**config.mk**
```make
export PLATFORM = sky130hd
export DESIGN_NAME = uart_irq_dma
export DESIGN_NICKNAME = d
export VERILOG_FILES = /design/src/rtl/uart_irq_pkg.sv /design/src/rtl/uart_irq_ctrl.sv /design/src/rtl/uart_irq_dp.sv /design/src/rtl/uart_irq_dma.sv
export SDC_FILE = /design/constraint.sdc
export NUM_CORES = 1
export LEC_CHECK = 0
export BUFFER_PORTS_ARGS = -buffer_cell sky130_fd_sc_hd__buf_4
export CAP_MARGIN = 20
export CORE_MARGIN = 5
export CORE_UTILIZATION = 45
export DETAILED_ROUTE_END_ITERATION = 16
export PLACE_DENSITY = 0.85
export SYNTH_ARGS = -nofsm -noshare
export SYNTH_HDL_FRONTEND = slang
export SYNTH_SLANG_ARGS = --single-unit
```
**constraint.sdc**
```tcl
create_clock -name clk -period 1.3 [get_ports clk]
set_clock_uncertainty 0.2 [all_clocks]
set_input_delay 0.13 -clock clk [delete_from_list [all_inputs] [get_ports clk]]
set_output_delay 0.13 -clock clk [all_outputs]
set_load 0.05 [all_outputs]
```
**src/rtl/uart_irq_pkg.sv**
```systemverilog
package uart_irq_pkg;

  typedef struct packed {
    logic clrLine;
    logic clrRx;
    logic clrTx;
    logic clrModem;
    logic wrIer;
    logic wrSel;
  } irqStrobe_t;

  localparam logic [2:0] ID_LINE  = 3'b110;
  localparam logic [2:0] ID_RX    = 3'b100;
  localparam logic [2:0] ID_TX    = 3'b010;
  localparam logic [2:0] ID_MODEM = 3'b000;
  localparam logic [2:0] ID_NONE  = 3'b001;

  localparam int SRC_N = 4;

  typedef enum logic [1:0] {
    SEL_OFF  = 2'b00,
    SEL_RX   = 2'b01,
    SEL_TX   = 2'b10,
    SEL_RSVD = 2'b11
  } dreqSel_e;

endpackage

```
**src/rtl/uart_irq_ctrl.sv**
```systemverilog
module uart_irq_ctrl
  import uart_irq_pkg::*;
(
  input  logic       lsrRd,
  input  logic       rbrRd,
  input  logic       thrWr,
  input  logic       iidRd,
  input  logic       msrRd,
  input  logic       ierWr,
  input  logic       selWr,
  input  logic [2:0] curId,
  output irqStrobe_t stb
);

  always_comb begin
    stb.clrLine  = lsrRd;
    stb.clrRx    = rbrRd;
    // transmit-empty is serviced by a data write or by reading its own ID
    stb.clrTx    = thrWr | (iidRd & (curId == ID_TX));
    stb.clrModem = msrRd;
    stb.wrIer    = ierWr;
    stb.wrSel    = selWr;
  end

endmodule

```
**src/rtl/uart_irq_dp.sv**
```systemverilog
module uart_irq_dp
  import uart_irq_pkg::*;
#(
  parameter int MODEM_W     = 4,
  parameter int ERR_W       = 4,
  parameter int DREQ_N      = 2,
  parameter int SYNC_STAGES = 2
) (
  input  logic                  clk,
  input  logic                  rst,
  input  irqStrobe_t            stb,
  input  logic [ERR_W-1:0]      lineErrEvt,
  input  logic                  rxLoadEvt,
  input  logic                  txMoveEvt,
  input  logic [MODEM_W-1:0]    modemPins,
  input  logic                  loopEn,
  input  logic [MODEM_W-1:0]    loopModem,
  input  logic [ERR_W-1:0]      lsrErr,
  input  logic [SRC_N-1:0]      ierData,
  input  logic [2*DREQ_N-1:0]   selData,
  output logic [2:0]            intId,
  output logic                  intReq,
  output logic [DREQ_N-1:0]     dreq
);

  localparam int LAST_STAGE = SYNC_STAGES - 1;

  logic [MODEM_W-1:0] syncQ [SYNC_STAGES];
  logic [MODEM_W-1:0] modemCur;
  logic [MODEM_W-1:0] modemPrev;
  logic               modemChg;
  logic [SRC_N-1:0]   pendQ;
  logic [SRC_N-1:0]   setVec;
  logic [SRC_N-1:0]   clrVec;
  logic [SRC_N-1:0]   ierQ;
  logic [SRC_N-1:0]   activeVec;
  logic [1:0]         selQ [DREQ_N];
  logic               rxDmaOk;

  // modem pin synchronizer
  always_ff @(posedge clk) begin
    if (rst) begin
      for (int i = 0; i < SYNC_STAGES; i++) syncQ[i] <= '0;
    end else begin
      syncQ[0] <= modemPins;
      for (int i = 1; i < SYNC_STAGES; i++) syncQ[i] <= syncQ[i-1];
    end
  end

  assign modemCur = loopEn ? loopModem : syncQ[LAST_STAGE];
  assign modemChg = |(modemCur ^ modemPrev);

  always_ff @(posedge clk) begin
    if (rst) modemPrev <= '0;
    else     modemPrev <= modemCur;
  end

  // pending flags: set has priority over clear
  assign setVec = {modemChg, txMoveEvt, rxLoadEvt, |lineErrEvt};
  assign clrVec = {stb.clrModem, stb.clrTx, stb.clrRx, stb.clrLine};

  always_ff @(posedge clk) begin
    if (rst) pendQ <= '0;
    else     pendQ <= setVec | (pendQ & ~clrVec);
  end

  always_ff @(posedge clk) begin
    if (rst)            ierQ <= '0;
    else if (stb.wrIer) ierQ <= ierData;
  end

  // fixed priority encoder
  assign activeVec = pendQ & ierQ;
  assign intReq    = |activeVec;

  always_comb begin
    if      (activeVec[0]) intId = ID_LINE;
    else if (activeVec[1]) intId = ID_RX;
    else if (activeVec[2]) intId = ID_TX;
    else if (activeVec[3]) intId = ID_MODEM;
    else                   intId = ID_NONE;
  end

  // DMA request muxes
  assign rxDmaOk = pendQ[1] & ~(|lsrErr);

  for (genvar c = 0; c < DREQ_N; c++) begin : g_dreq
    always_ff @(posedge clk) begin
      if (rst)            selQ[c] <= SEL_OFF;
      else if (stb.wrSel) selQ[c] <= selData[2*c +: 2];
    end

    always_comb begin
      case (dreqSel_e'(selQ[c]))
        SEL_RX:  dreq[c] = rxDmaOk;
        SEL_TX:  dreq[c] = pendQ[2];
        default: dreq[c] = 1'b0;
      endcase
    end

    AST_RX_DMA_BLOCKED: assert property (@(posedge clk) disable iff (rst)
      (selQ[c] == SEL_RX && |lsrErr) |-> !dreq[c]);
    AST_IDLE_SEL_LOW: assert property (@(posedge clk) disable iff (rst)
      (selQ[c] == SEL_OFF || selQ[c] == SEL_RSVD) |-> !dreq[c]);
  end

  AST_NONE_WHEN_IDLE: assert property (@(posedge clk) disable iff (rst)
    !intReq |-> intId == ID_NONE);
  AST_LINE_TOP_PRIO: assert property (@(posedge clk) disable iff (rst)
    (pendQ[0] && ierQ[0]) |-> intId == ID_LINE);
  AST_SET_BEATS_CLR: assert property (@(posedge clk) disable iff (rst)
    rxLoadEvt |=> pendQ[1]);
  AST_RX_CLEARED: assert property (@(posedge clk) disable iff (rst)
    (stb.clrRx && !rxLoadEvt) |=> !pendQ[1]);
  AST_LINE_CLEARED: assert property (@(posedge clk) disable iff (rst)
    (stb.clrLine && lineErrEvt == '0) |=> !pendQ[0]);

endmodule

```
**src/rtl/uart_irq_dma.sv**
```systemverilog
module uart_irq_dma
  import uart_irq_pkg::*;
#(
  parameter int MODEM_W     = 4,
  parameter int ERR_W       = 4,
  parameter int DREQ_N      = 2,
  parameter int SYNC_STAGES = 2
) (
  input  logic                clk,
  input  logic                rst,
  input  logic [ERR_W-1:0]    lineErrEvt,
  input  logic                rxLoadEvt,
  input  logic                txMoveEvt,
  input  logic [MODEM_W-1:0]  modemPins,
  input  logic                loopEn,
  input  logic [MODEM_W-1:0]  loopModem,
  input  logic [ERR_W-1:0]    lsrErr,
  input  logic                lsrRd,
  input  logic                rbrRd,
  input  logic                thrWr,
  input  logic                iidRd,
  input  logic                msrRd,
  input  logic                ierWr,
  input  logic [SRC_N-1:0]    ierData,
  input  logic                selWr,
  input  logic [2*DREQ_N-1:0] selData,
  output logic [2:0]          intId,
  output logic                intReq,
  output logic [DREQ_N-1:0]   dreq
);

  irqStrobe_t stb;

  uart_irq_ctrl u_ctrl (
    .lsrRd (lsrRd),
    .rbrRd (rbrRd),
    .thrWr (thrWr),
    .iidRd (iidRd),
    .msrRd (msrRd),
    .ierWr (ierWr),
    .selWr (selWr),
    .curId (intId),
    .stb   (stb)
  );

  uart_irq_dp #(
    .MODEM_W     (MODEM_W),
    .ERR_W       (ERR_W),
    .DREQ_N      (DREQ_N),
    .SYNC_STAGES (SYNC_STAGES)
  ) u_dp (
    .clk        (clk),
    .rst        (rst),
    .stb        (stb),
    .lineErrEvt (lineErrEvt),
    .rxLoadEvt  (rxLoadEvt),
    .txMoveEvt  (txMoveEvt),
    .modemPins  (modemPins),
    .loopEn     (loopEn),
    .loopModem  (loopModem),
    .lsrErr     (lsrErr),
    .ierData    (ierData),
    .selData    (selData),
    .intId      (intId),
    .intReq     (intReq),
    .dreq       (dreq)
  );

endmodule

```
==> flow_summary.json, run 1 <==
{
  "synthAdderAreaFrac_pct": 5.083,
  "wl_um": 3272,
  "power.total_w": 0.001705,
  "rsz0062_at_grt": "true",
  "antenna_cells": 0,
  "avgSynthCellArea_um2": 10.15,
  "hpwlAfterDp_um": 1590,
  "synth_warnings": 0,
  "path_clk_slew_ns": 0.13,
  "slew_violations": 0,
  "critPathLaunchType": "flip-flop",
  "initial_core_util_pct": 45.84,
  "rr_worst_depth": 7,
  "muxShareOfSynthArea_pct": 8.513,
  "clk_latency_ns": 0.31,
  "synth_largest_area_cell": "dfxtp_1",
  "synth_compound_area_share_pct": 5.972,
  "relSlewSlack_pct": 82.21,
  "leakagePower_nw": 0.8231,
  "drtPass1Iterations": 4,
  "combPwrFrac_pct": 24.6,
  "maxCapViolations": 0,
  "grt_pass1_wl_um": 5023,
  "slowest_stage": "dfxtp_2",
  "io_pins": 42,
  "multi_input_area_um2": 509.2,
  "die_h_um": 56.78,
  "drive_above_1_share_pct": 44.71,
  "ys_seq_area_share_pct": 52.86,
  "finalCritPeriodShare_pct": 134.7,
  "r2r_start": "u_dp.ierQ[0]",
  "synth_cell_type_count": 24,
  "route.antenna.remaining_nets": 0,
  "rows": 17,
  "violations": "hold timing, setup timing",
  "path_cells": "nand2_4 -> nand2_8 -> a221o_4 -> clkinvlp_4 -> buf_8",
  "die_area_mm2": 0.003224,
  "grt_pass1_vias": 1044,
  "fin_util_pct": 84.04,
  "remaining_drc_errors": 0,
  "holdPathStages": 3,
  "worst_slew_pin_slew_ns": 0.2595,
  "holdWs_ns": -0.1161,
  "power.density_mw_per_mm2": 944.6,
  "hp-class": "in -> reg",
  "antenna_found_initial": 0,
  "cp-end-kind": "primary output",
  "clock_sinks": 24,
  "slowest_delay_ns": 0.37,
  "cp.required_ns": 0.97,
  "cts_max_path_buffers": 2,
  "die_x_um": 56.78,
  "overflow": 0,
  "status": "finished with violations",
  "cts_tree": "yes",
  "synth_top_area_share_pct": 40.66,
  "finalSetupViolations": 7,
  "setup_tns_ns": -2.189,
  "grt_start_max_net_pins": 21,
  "crit_family": "flip-flops",
  "clkPwrFrac_pct": 26.8,
  "syn-num-nets": 137,
  "path_buf_inv": 2,
  "root_buffer": "clkbuf_4",
  "syn_area_um2": 984.7,
  "wl_per_cell_um": 16.53,
  "io_buffers": 41,
  "min_to": "u_dp.modemPrev[0]",
  "rrSetupSlack_ns": -0.08,
  "drt-initial-drc-count": 16,
  "p_sw_share_pct": 25.43,
  "setup_ws_ns": -0.4508,
  "synth_top_family_by_area": "simple AND/OR/NAND/NOR gates",
  "ctsHoldBuffers": 25,
  "gr-usage-all-layers_pct": 20.58,
  "seqCellArea_um2": 528.0,
  "syn_inst": 97,
  "avgViaCountPerCell": 4.854,
  "internal_power_w": 0.001272,
  "htree_levels": 1,
  "synthTopCellsByArea": "dfxtp_1 (41%), edfxtp_1 (12%), mux2i_1 (7.1%)",
  "finalHoldViolations": 4,
  "cp_max_fo": 2,
  "vias": 961,
  "final_nets": 211,
  "cts_made_buffers": 3,
  "synth_xor_xnor_area_share_pct": 3.558,
  "switchingPower_w": 0.0004337,
  "ys_seq_elements": 24,
  "irDropWorstVdd_mv": 0.7655,
  "area_growth_pct": 83.35,
  "worstPathArrival_ns": 1.42,
  "fillCellCount": 109,
  "p_seq_share_pct": 48.7,
  "globalplace.congestion": 0.8113,
  "period_minus_slack_ns": 1.751,
  "r2r-end": "u_dp.pendQ[2]",
  "critical_path_class": "reg -> out",
  "synth-simple-area-share_pct": 18.68,
  "core_area_mm2": 0.002148,
  "hp-start": "loopModem[0]",
  "max_freq_mhz": 571.2
}
## logic make-up (layout without fill, tap and decap cells)
group | Yosys count | after routing
simple gates | 36 | 36
flops | 24 | 24
buf+inv | 12 | 85
compound gates | 9 | 9
mux | 8 | 8
fa+ha+maj | 4 | 4
xor+xnor | 4 | 4
## stage by stage
stage,setup WS (ns),cell area (um2),instances
3_3_place_gp,-0.08918,1400,166
4_1_cts,-0.4180,1778,198
6_report,-0.4508,1805,198
5_1_grt,-0.4966,1805,198
3_5_place_dp,-0.1313,1400,166
2_1_floorplan,-0.1945,1050,97
## Yosys cell counts, drive strengths merged
master,instances
a21oi,4
a221o,1
a22oi,2
a41oi,1
and2,5
buf,2
clkbuf,2
dfxtp,20
edfxtp,4
ha,4
inv,8
mux2i,8
nand2,5
nand2b,1
nand3,1
nor2,11
nor2b,10
nor4,2
o21ai,1
or2,1
xnor2,1
xor2,3
## sequential cells by signal (all words and copies together), names as in the netlist
| signal | cells |
|---|---|
| u_dp.ierQ | 4 |
| u_dp.syncQ | 8 |
| u_dp.selQ | 4 |
| u_dp.pendQ | 4 |
| u_dp.modemPrev | 4 |
## worst min-delay path: cells and delay by family
| family | cells | cell delay [ns] |
|---|---|---|
| buffers and inverters | 1 | 0.08 |
| AND/OR/NAND/NOR | 1 | 0.09 |
| multiplexers | 1 | 0.07 |
## power by group through the flow
stage	registers (W)	logic, W	clock network, W
floorplan	0.000840	0.000170	0
global placement	0.000841	0.000286	0
detailed placement	0.000844	0.000295	0
CTS	0.000828	0.000388	0.000464
global route	0.000835	0.000444	0.000507
finish	0.000830	0.000419	0.000456
## layer usage
layer	wire (um)	global-route usage [%]	share of wire, %
met1	1259	20.56	38
met2	1586	37.79	48
met3	255	6.207	7.8
met4	171	10.60	5.2
met5	0	0	0
## layout make-up
class,instances,share of cell area (%)
well taps,28,1.940
flip-flops and latches,24,29.24
repair buffers,73,36.11
inverters,8,1.871
clock buffers,4,2.633
multi-input cells,61,28.21
## what timing repair did
action,CTS,global route
resized for setup,18,9
hold endpoints to repair,23,4
pin swaps,5,5
endpoints found under the setup margin,6,7
setup buffers,3,2
## placed cells by master (no fill, tap or decap), types with 2 or more instances in the layout
cell type and count:
nor2b_1 10, clkbuf_4 3, a21oi_1 3, a22oi_2 2, xor2_1 3, dlygate4sd3_1 25, nor2_1 9, nor4_1 2
buf_8 3, inv_1 7, mux2i_1 7, nand2_4 2, buf_6 5, dfxtp_1 14, ha_2 3, nor2_4 2
edfxtp_1 4, buf_4 40, dfxtp_2 6, and2_1 5
## how the worst max path moves through the flow
stage                               start       end  slack, ns  depth (start not counted)
after floorplan              u_dp.ierQ[0]  intId[0]      -0.19                          4
after global placement    u_dp.selQ[1][1]   dreq[1]      -0.09                          4
after detailed placement  u_dp.selQ[0][1]   dreq[0]      -0.13                          4
after CTS                   u_dp.pendQ[0]  intId[0]      -0.42                          5
after global routing         u_dp.ierQ[0]  intId[0]      -0.50                          5
final                        u_dp.ierQ[0]  intId[0]      -0.45                          5
Power figures use the tool's default switching activity.
==> run 2: changes to the inputs <==
--- a/config.mk
+++ b/config.mk
@@ -10,6 +10,7 @@
 export CORE_MARGIN = 5
 export CORE_UTILIZATION = 45
 export DETAILED_ROUTE_END_ITERATION = 16
+export GPL_TIMING_DRIVEN = 0
 export PLACE_DENSITY = 0.85
 export SYNTH_ARGS = -nofsm -noshare
 export SYNTH_HDL_FRONTEND = slang
==> flow_summary.json, run 2 (synthesized netlist as in run 1, its figures left out) <==
{
  "status": "finished with violations",
  "violations": "hold timing, setup timing",
  "die_x_um": 56.78,
  "dpl.cell_count": 164,
  "crit_family": "flip-flops",
  "rr_worst_depth": 5,
  "multi_input_area_um2": 539.3,
  "rrSetupSlack_ns": 0.11,
  "crit_end": "intId[0]",
  "startpoint": "u_dp.pendQ[0]",
  "rsz0062_at_grt": "true",
  "drtPass1Iterations": 4,
  "cts_made_buffers": 3,
  "holdWs_ns": -0.1081,
  "hpwlAfterDp_um": 1534,
  "clk_latency_ns": 0.32,
  "grt_pass1_vias": 1026,
  "wl_per_cell_um": 15.26,
  "clock_sinks": 24,
  "route.antenna.remaining_nets": 0,
  "drive_above_1_share_pct": 42.60,
  "root_buffer": "clkbuf_4",
  "cp_max_fo": 2,
  "power.density_mw_per_mm2": 933.8,
  "cts_tree": "yes",
  "dp_slack_ns": -0.1618,
  "cp-end-kind": "primary output",
  "slowest_delay_ns": 0.36,
  "r2r_start": "u_dp.pendQ[0]",
  "globalplace.congestion": 0.7968,
  "finalCritPeriodShare_pct": 133.2,
  "cts_max_path_buffers": 2,
  "maxCapViolations": 0,
  "slowest_stage": "dfxtp_2",
  "slew_violations": 0,
  "antenna_cells": 0,
  "leakagePower_nw": 0.7957,
  "remaining_drc_errors": 0,
  "grt_pass1_wl_um": 4774,
  "gr-usage-all-layers_pct": 19.27,
  "overflow": 0,
  "io_pins": 42,
  "vias": 964,
  "fillCellCount": 110,
  "setup_tns_ns": -1.893,
  "wl_um": 3007,
  "path_clk_slew_ns": 0.13,
  "ctsHoldBuffers": 27,
  "io_buffers": 39,
  "seqCellArea_um2": 528.0,
  "finalSetupViolations": 6,
  "worst_slew_pin_slew_ns": 0.4368,
  "cp.depth": 5,
  "rows": 17,
  "path_buf_inv": 2,
  "max_freq_mhz": 577.6,
  "finalHoldViolations": 4,
  "r2r-end": "u_dp.pendQ[2]",
  "antenna_found_initial": 0,
  "top_register": "u_dp.syncQ",
  "cp.required_ns": 0.97,
  "htree_levels": 1,
  "die_area_mm2": 0.003224,
  "period_minus_slack_ns": 1.731,
  "critical_path_class": "reg -> out",
  "die_h_um": 56.78,
  "layout_commonest_cell": "buf_4",
  "mostFrequentLayoutCells": "buf_4 (36), dlygate4sd3_1 (27), dfxtp_1 (14)",
  "path_cells": "nand2_4 -> nand2_8 -> a221o_4 -> clkinvlp_4 -> buf_8",
  "grt_start_max_net_pins": 15,
  "hp-class": "in -> reg",
  "final_nets": 210,
  "initial_core_util_pct": 45.84,
  "avgViaCountPerCell": 4.893,
  "largest_reg_flops": 8,
  "critPathLaunchType": "flip-flop",
  "relSlewSlack_pct": 70.88,
  "worstPathArrival_ns": 1.40,
  "final_cells": 197,
  "irDropWorstVdd_mv": 0.8176,
  "drt-initial-drc-count": 21,
  "fin_util_pct": 84.27,
  "power.total_w": 0.001691,
  "setup_ws_ns": -0.4313,
  "core_area_mm2": 0.002148,
  "area_growth_pct": 83.86
}
[run 2: cell types whose count changed in the layout (fill, tap and decap cells not counted), sizes merged]
cell and delta:
dlygate4sd3 +2, buf -5, clkbuf +2
[run 2: how the worst min path moves through the flow]
stage                       from                end  slack, ns  depth (start not counted)
floorplan                    rst   u_dp.syncQ[0][7]      0.002                          1
global placement             rst   u_dp.syncQ[0][7]       0.12                          2
detailed placement           rst   u_dp.syncQ[0][7]       0.12                          2
CTS                 loopModem[0]  u_dp.modemPrev[0]      -0.13                          3
global route        loopModem[0]  u_dp.modemPrev[0]      -0.12                          3
finish              loopModem[0]  u_dp.modemPrev[0]      -0.11                          3
[run 2: layout make-up]
type,instances,share of cell area [%]
Clock buffer,4,2.626
Tap cell,28,1.935
Sequential cell,24,29.16
Inverter,8,1.866
Multi-Input combinational cell,61,29.79
Buffer,4,1.244
Timing Repair Buffer,68,33.38
[run 2: timing repair]
| item | 4_1_cts | 5_1_grt |
|---|---|---|
| endpoints found under the setup margin | 6 | 8 |
| pin swaps | 5 | 3 |
| buffers inserted | 2 | 0 |
| gates resized for setup | 16 | 10 |
| hold endpoints to repair | 24 | 4 |
[run 2: through the flow]
| stage | hold slack (ns) | area (um2) |
|---|---|---|
| final | -0.1081 | 1810 |
| after global routing | -0.1182 | 1810 |
| after CTS | -0.1308 | 1762 |
| after detailed placement | 0.1158 | 1378 |
| after global placement | 0.1158 | 1378 |
| after floorplan | 0.001611 | 1050 |
[run 2: worst reg2reg max path, stage by stage, from the launching register on]
cell	delay, ns
dfxtp_2	0.36
nand2_4	0.10
nand2_8	0.05
buf_4	0.13
o21ai_1	0.14
a21oi_1	0.08
[run 2: power breakdown]
| group | internal [W] | total [W] | switching [W] |
|---|---|---|---|
| registers | 0.000803 | 0.000836 | 0.0000328 |
| logic | 0.000230 | 0.000404 | 0.000174 |
| clock network | 0.000235 | 0.000451 | 0.000216 |
| total | 0.00127 | 0.00169 | 0.000422 |
[run 2: metal layers]
| layer | track usage [%] | wire length, um |
|---|---|---|
| met1 | 20.90 | 1116 |
| met2 | 34.49 | 1550 |
| met3 | 6.207 | 282 |
| met4 | 7.285 | 57 |
| met5 | 0 | 0 |
